$ cat config.mk
export PLATFORM = sky130hd
export DESIGN_NAME = rx_task_seq
export DESIGN_NICKNAME = d
export VERILOG_FILES = /design/src/rtl/rx_task_pkg.sv /design/src/rtl/rx_task_dp.sv /design/src/rtl/rx_task_ctl.sv /design/src/rtl/rx_task_seq.sv
export SDC_FILE = /design/constraint.sdc
export NUM_CORES = 1
export LEC_CHECK = 0
export ABC_AREA = 0
export BUFFER_PORTS_ARGS = -buffer_cell sky130_fd_sc_hd__buf_2
export CORE_MARGIN = 3
export CORE_UTILIZATION = 55
export DETAILED_ROUTE_END_ITERATION = 8
export GPL_TIMING_DRIVEN = 0
export PLACE_DENSITY = 0.83
export SLEW_MARGIN = 20
export SYNTH_ARGS = -nofsm -noshare
export SYNTH_HDL_FRONTEND = slang
export SYNTH_SLANG_ARGS = --single-unit
$ cat constraint.sdc
create_clock -name clk -period 3.5 [get_ports clk]
set_clock_uncertainty 0.15 [all_clocks]
set_input_delay 0.525 -clock clk [delete_from_list [all_inputs] [get_ports clk]]
set_output_delay 0.525 -clock clk [all_outputs]
set_load 0.02 [all_outputs]
$ cat src/rtl/rx_task_pkg.sv
package rx_task_pkg;
  localparam int SYM_W   = 2;
  localparam int BYTE_W  = 8;
  localparam int SYM_PER_BYTE = BYTE_W / SYM_W;
  localparam int CODE_W  = 2;

  localparam logic [1:0] ADDR_CMD  = 2'd0;
  localparam logic [1:0] ADDR_STS  = 2'd1;
  localparam logic [1:0] ADDR_MODE = 2'd2;
  localparam logic [1:0] ADDR_DATA = 2'd3;

  typedef struct packed {
    logic start;  // task accepted: clear packing state
    logic pop;    // consume one symbol
    logic done;   // last symbol of task consumed this cycle
  } ctl_strb_t;
endpackage

$ cat src/rtl/rx_task_dp.sv
module rx_task_dp
  import rx_task_pkg::*;
#(
  parameter int SYM_DEPTH  = 64,
  parameter int DBUF_BYTES = 8
) (
  input  logic                             clk,
  input  logic                             rstN,
  input  logic                             symValid,
  input  logic [SYM_W-1:0]                 symData,
  input  ctl_strb_t                        strb,
  input  logic                             dataRd,
  output logic [$clog2(SYM_DEPTH+1)-1:0]   fifoCount,
  output logic                             symDrop,
  output logic [BYTE_W-1:0]                rdByte
);
  localparam int PTR_W = $clog2(SYM_DEPTH);
  localparam int CNT_W = $clog2(SYM_DEPTH+1);
  localparam int BI_W  = $clog2(DBUF_BYTES);
  localparam int SI_W  = $clog2(SYM_PER_BYTE);

  logic [SYM_W-1:0]  symMem [SYM_DEPTH];
  logic [PTR_W-1:0]  wrPtr, rdPtr;
  logic              fifoFull, doPush;
  logic [SYM_W-1:0]  popSym;

  logic [BYTE_W-1:0] dataBuf [DBUF_BYTES];
  logic [BYTE_W-1:0] shReg;
  logic [SI_W-1:0]   symIdx;
  logic [BI_W-1:0]   byteIdx, hostPtr;

  assign fifoFull = (fifoCount == CNT_W'(SYM_DEPTH));
  assign doPush   = symValid && !fifoFull;
  assign symDrop  = symValid && fifoFull;
  assign popSym   = symMem[rdPtr];

  always_ff @(posedge clk) begin
    if (doPush) symMem[wrPtr] <= symData;
  end

  always_ff @(posedge clk or negedge rstN) begin
    if (!rstN) begin
      wrPtr     <= '0;
      rdPtr     <= '0;
      fifoCount <= '0;
    end else begin
      if (doPush) wrPtr <= (wrPtr == PTR_W'(SYM_DEPTH-1)) ? '0 : wrPtr + 1'b1;
      if (strb.pop) rdPtr <= (rdPtr == PTR_W'(SYM_DEPTH-1)) ? '0 : rdPtr + 1'b1;
      case ({doPush, strb.pop})
        2'b10:   fifoCount <= fifoCount + 1'b1;
        2'b01:   fifoCount <= fifoCount - 1'b1;
        default: fifoCount <= fifoCount;
      endcase
    end
  end

  always_ff @(posedge clk or negedge rstN) begin
    if (!rstN) begin
      shReg   <= '0;
      symIdx  <= '0;
      byteIdx <= '0;
      hostPtr <= '0;
      for (int i = 0; i < DBUF_BYTES; i++) dataBuf[i] <= '0;
    end else begin
      if (strb.start) begin
        symIdx  <= '0;
        byteIdx <= '0;
      end else if (strb.pop) begin
        shReg  <= {shReg[BYTE_W-SYM_W-1:0], popSym};
        symIdx <= symIdx + 1'b1;
        if (symIdx == SI_W'(SYM_PER_BYTE-1)) begin
          dataBuf[byteIdx] <= {shReg[BYTE_W-SYM_W-1:0], popSym};
          byteIdx <= byteIdx + 1'b1;
        end
      end
      if (strb.done)  hostPtr <= '0;
      else if (dataRd) hostPtr <= hostPtr + 1'b1;
    end
  end

  assign rdByte = dataBuf[hostPtr];
endmodule

$ cat src/rtl/rx_task_ctl.sv
module rx_task_ctl
  import rx_task_pkg::*;
#(
  parameter int SYM_DEPTH = 64
) (
  input  logic                           clk,
  input  logic                           rstN,
  input  logic                           cmdWr,
  input  logic                           modeWr,
  input  logic                           stsRd,
  input  logic [BYTE_W-1:0]              busWdata,
  input  logic [$clog2(SYM_DEPTH+1)-1:0] fifoCount,
  input  logic                           symDrop,
  output ctl_strb_t                      strb,
  output logic                           bufFree,
  output logic                           irqFlag,
  output logic                           cmdErr,
  output logic                           ovfFlag,
  output logic                           irqEn
);
  localparam int CNT_W = $clog2(SYM_DEPTH+1);

  typedef enum logic [1:0] {ST_IDLE, ST_WAIT, ST_PACK} st_t;
  st_t              state;
  logic [CNT_W-1:0] need, popCnt;
  logic             accept, lastPop;

  assign bufFree = (state == ST_IDLE);
  assign accept  = cmdWr && bufFree;
  assign lastPop = (state == ST_PACK) && (popCnt == need - 1'b1);

  always_comb begin
    strb       = '0;
    strb.start = accept;
    strb.pop   = (state == ST_PACK);
    strb.done  = lastPop;
  end

  always_ff @(posedge clk or negedge rstN) begin
    if (!rstN) begin
      state  <= ST_IDLE;
      need   <= '0;
      popCnt <= '0;
    end else begin
      case (state)
        ST_IDLE: if (accept) begin
          need  <= CNT_W'(SYM_PER_BYTE) << busWdata[CODE_W-1:0];
          state <= ST_WAIT;
        end
        ST_WAIT: if (fifoCount >= need) begin
          popCnt <= '0;
          state  <= ST_PACK;
        end
        ST_PACK: begin
          popCnt <= popCnt + 1'b1;
          if (lastPop) state <= ST_IDLE;
        end
        default: state <= ST_IDLE;
      endcase
    end
  end

  always_ff @(posedge clk or negedge rstN) begin
    if (!rstN) begin
      irqFlag <= 1'b0;
      cmdErr  <= 1'b0;
      ovfFlag <= 1'b0;
      irqEn   <= 1'b0;
    end else begin
      if (lastPop)    irqFlag <= 1'b1;
      else if (stsRd) irqFlag <= 1'b0;
      if (cmdWr && !bufFree) cmdErr <= 1'b1;
      if (symDrop) ovfFlag <= 1'b1;
      if (modeWr)  irqEn <= busWdata[0];
    end
  end
endmodule

$ cat src/rtl/rx_task_seq.sv
module rx_task_seq
  import rx_task_pkg::*;
#(
  parameter int SYM_DEPTH  = 64,
  parameter int DBUF_BYTES = 8
) (
  input  logic        clk,
  input  logic        rstN,
  input  logic        busWr,
  input  logic        busRd,
  input  logic [1:0]  busAddr,
  input  logic [7:0]  busWdata,
  output logic [7:0]  busRdata,
  input  logic        symValid,
  input  logic [1:0]  symData,
  output logic        irqN
);
  localparam int CNT_W = $clog2(SYM_DEPTH+1);

  ctl_strb_t         strb;
  logic [CNT_W-1:0]  fifoCount;
  logic              symDrop, stsFree, stsIrq, stsErr, stsOvf, modeIrqEn;
  logic [BYTE_W-1:0] rdByte;

  rx_task_ctl #(.SYM_DEPTH(SYM_DEPTH)) u_ctl (
    .clk(clk), .rstN(rstN),
    .cmdWr(busWr && busAddr == ADDR_CMD),
    .modeWr(busWr && busAddr == ADDR_MODE),
    .stsRd(busRd && busAddr == ADDR_STS),
    .busWdata(busWdata), .fifoCount(fifoCount), .symDrop(symDrop),
    .strb(strb), .bufFree(stsFree), .irqFlag(stsIrq), .cmdErr(stsErr),
    .ovfFlag(stsOvf), .irqEn(modeIrqEn)
  );

  rx_task_dp #(.SYM_DEPTH(SYM_DEPTH), .DBUF_BYTES(DBUF_BYTES)) u_dp (
    .clk(clk), .rstN(rstN), .symValid(symValid), .symData(symData),
    .strb(strb), .dataRd(busRd && busAddr == ADDR_DATA),
    .fifoCount(fifoCount), .symDrop(symDrop), .rdByte(rdByte)
  );

  always_comb begin
    case (busAddr)
      ADDR_STS:  busRdata = {4'b0, stsOvf, stsErr, stsIrq, stsFree};
      ADDR_MODE: busRdata = {7'b0, modeIrqEn};
      ADDR_DATA: busRdata = rdByte;
      default:   busRdata = '0;
    endcase
  end

  assign irqN = !(stsIrq && modeIrqEn);
endmodule

==> impl_results.md <==
- Worst Path Arrival: about 3.7 ns
- Power per cell area: about 780 nW/µm²
- GR Overflow Total: 0
- Maximum root-to-sink buffer count: 3
- Final wirelength: between 20000 and 25000 µm
- Synth area leaders: edfxtp_1 (34%), dfrtp_1 (25%), mux2_2 (5.8%)
- Core ar.: 19800 µm²
- Port bufs: 18
- Final Hold Viols: 0
- Max Clock Freq: between 0.2 and 0.3 GHz
- Slowest stage delay, CP: 0.54 ns
- Design Area, Final: 12600 µm²
- Clock tree from TritonCTS: yes
- Crit path buf inv count: 2
- DRC viols: 0
- Via density: just over 6
- Drt first-iter violations: 718
- Reg2reg start: u_dp.fifoCount[4]
- Syn-to-layout area delta: 12.0%
- Vias: 7408
- Final Setup Violations: 0
- Synth Net Count: ~900
- Antenna-violating nets left: 0
- R2R setup slack: 0.16 ns
- Clock sink total: 242
- Chip width: 149 µm
- Post-synthesis cell count: 870
- Largest net degree at the start of global routing: 65
- Fin crit period: roughly 3.3 ns
- Hold path startpoint: symValid
- Worst Hold End: u_ctl.ovfFlag
- Post-layout net count: 950
- Largest area contributor in the netlist: edfxtp_1
- Post-route core utilization: a little under two thirds
- Max VDD drop: 0.000412 V
- Outcome: completed
- Async SR Flop Fraction: between 40% and 50%
- Clk root buf: clkbuf_16
- Max Slew Vio Count: 0
- EDFF count, synth: 128
- Max Cap Viol: 0
- Worst-Skew Late Latency: 0.53 ns
- Area of the die: around 22000 µm²
- Most common cell after layout, fill and taps aside: edfxtp_1
- WHS: 0.0742 ns
- Initial DRT Pass Iterations: 6
- Most frequent cells in the layout: edfxtp_1 (128), nor2_1 (123), dfrtp_1 (111), nand2_1 (59), mux2_2 (58)
- Hold/Removal Path Class: input port to register
- Routed WL per cell: 20.7 µm
- Placement row count: 51
- Unique cell type count in the Yosys netlist: 61
- Lkg Pwr: about 0.005 µW
- Crit end category: register
- Slew margin rel.: 28.9%
- FILL cells: 1435
- Reg2reg end: u_dp.fifoCount[6]
- CP Cell Sequence: or4b_4, nor2_4, nor2b_2, inv_2, ha_2, buf_6, xor2_1, ha_2, or3_1, a21oi_1, or4_1, a31oi_1, xor2_1
- Post-synthesis register bit count: roughly 240
- R2R depth: 13
- Hold path cells: 2
- Die Ht: around 150 µm
- CP max stage cell: or4b_4
- Synth Warn #: 0
- Cell Area, Synth: between 10000 and 15000 µm²
- Post-synthesis sequential area ratio: ~59%
- Detailed Place HPWL: roughly 16000 µm
- Starting Density: a little under three fifths
- Critical path class: register to register
- Prevailing post-synth register cell: edfxtp_1
- Worst-path clk slew: 0.06 ns
- Placed cell areas: 11700 µm²
- IO Pins: 26
- Worst-Margin Slew: 1.07 ns
- CP top delay family: simple AND/OR/NAND/NOR gates
- Layout cells sized above 1: 20.6%
- All-Layer GR Usage: between 20% and 30%
- Req. time, crit path: roughly 3.8 ns
- Tcrit/Tclk final: a little over nine tenths
- Antenna violations before repair: 0
- CP max FO: 10
- Vias in the first global route: 7563
- Synth Area per Inst: between 10 and 15 µm²
- First-pass GRT wire length: 39600 µm
- H-Tree Depth: 1
- Inserted Clock Buffers: 26
- RD Place Congestion: just under 0.9
- CP startpoint kind: register
- Synth top area share: around 34%
- Ant. Diodes: 0
logic make-up after synthesis:
kind of cell             after synthesis  synth area share [%]
multiplexers                         133                  15.2
adder cells (fa/ha/maj)               14                  1.55
XOR/XNOR                              25                  1.94
AO/OA/AOI/OAI                        113                  7.40
flip-flops                           242                  59.4
AND/OR/NAND/NOR                      269                  11.0
buffers and inverters                 74                  3.41
layout make-up:
class	instances	area [µm²]	share of cell area (%)
repair buffers	25	174	1.38
multi-input cells	554	4210	33.4
clock inverters	13	101	0.803
clock buffers	34	721	5.71
flip-flops and latches	242	6700	53.1
well taps	265	332	2.63
plain buffers	51	309	2.45
inverters	19	75.1	0.595
what timing repair did:
item                                    in CTS  in global routing
buffers inserted                             1                  4
pin swaps                                    0                  1
hold buffers                                 1                  0
endpoints found under the hold margin       51                  0
endpoints found under the setup margin       8                  4
gates resized for setup                      7                 10
stage by stage:
stage          setup slack, ns  total power (µW)  instances  TNS [ns]
3_5_place_dp            -0.489              7100       1154    -0.931
2_1_floorplan           0.0213              6190        870         0
4_1_cts               0.000442              9750       1199         0
5_1_grt                -0.0106             10300       1203   -0.0106
3_3_place_gp            -0.385              6980       1153    -0.719
6_report                 0.157              9800       1203         0
worst max-delay path by stage:
stage	from	to	slack, ns	depth (start not counted)
detailed placement	u_ctl.state[0]	u_dp.fifoCount[6]	-0.49	13
floorplan	u_dp.fifoCount[3]	u_dp.fifoCount[6]	0.02	15
global route	u_dp.fifoCount[4]	u_dp.fifoCount[4]	-0.01	13
finish	u_dp.fifoCount[4]	u_dp.fifoCount[6]	0.16	13
CTS	u_dp.fifoCount[3]	u_dp.fifoCount[6]	0.0004	13
global placement	u_ctl.state[0]	u_dp.fifoCount[6]	-0.38	13
routing by layer:
layer  global-route usage [%]  vias up  wire (µm)
li1                         -     3320          -
met1                     30.6     3728      10300
met2                     37.9      293      12300
met3                     2.83       67       1490
met4                     7.87        0        810
met5                        0        -          0
where the power goes:
part | switching (µW) | total (µW) | leakage [µW] | internal, µW
clock | 1110 | 2640 | 0.000411 | 1520
combinational | 1960 | 3400 | 0.00195 | 1430
sequential | 335 | 3760 | 0.00266 | 3430
total | 3410 | 9800 | 0.00502 | 6380
registers in the layout, indices dropped and copies added (netlist names), 2 cells and up:
register	count
u_ctl.need	4
u_ctl.popCnt	7
u_ctl.state	2
u_dp.byteIdx	3
u_dp.dataBuf	64
u_dp.fifoCount	7
u_dp.hostPtr	3
u_dp.rdPtr	6
u_dp.shReg	6
u_dp.symIdx	2
u_dp.symMem	128
u_dp.wrPtr	6
cell usage after synthesis, types with 5 or more instances:
| master | count |
|---|---|
| nand2_1 | 59 |
| xnor2_1 | 10 |
| ha_1 | 14 |
| xor2_1 | 15 |
| edfxtp_1 | 128 |
| a22oi_1 | 18 |
| a21oi_1 | 19 |
| nand2b_1 | 7 |
| or2_2 | 5 |
| mux2_2 | 58 |
| nand3b_1 | 9 |
| o21ai_0 | 14 |
| clkbuf_1 | 30 |
| dfrtp_1 | 114 |
| nand4_1 | 10 |
| a221oi_1 | 12 |
| clkbuf_2 | 5 |
| nor3_1 | 5 |
| nor2_1 | 124 |
| o211ai_1 | 6 |
| or3_1 | 11 |
| mux2i_1 | 51 |
| inv_1 | 19 |
| nor2b_1 | 6 |
| nand3_1 | 12 |
| buf_2 | 6 |
| and3_1 | 6 |
| mux4_2 | 21 |
| buf_6 | 6 |
| a222oi_1 | 7 |
worst register-to-register path, cell delays in order, from the launching register on:
cell	delay (ns)
dfrtp_2	0.47
or4b_4	0.54
nor2_4	0.14
nor2b_2	0.09
inv_2	0.09
ha_2	0.21
buf_6	0.15
xor2_1	0.16
ha_2	0.21
or3_1	0.10
a21oi_1	0.09
or4_1	0.54
a31oi_1	0.18
xor2_1	0.15
Note: power is estimated with default switching activity, not from simulation.
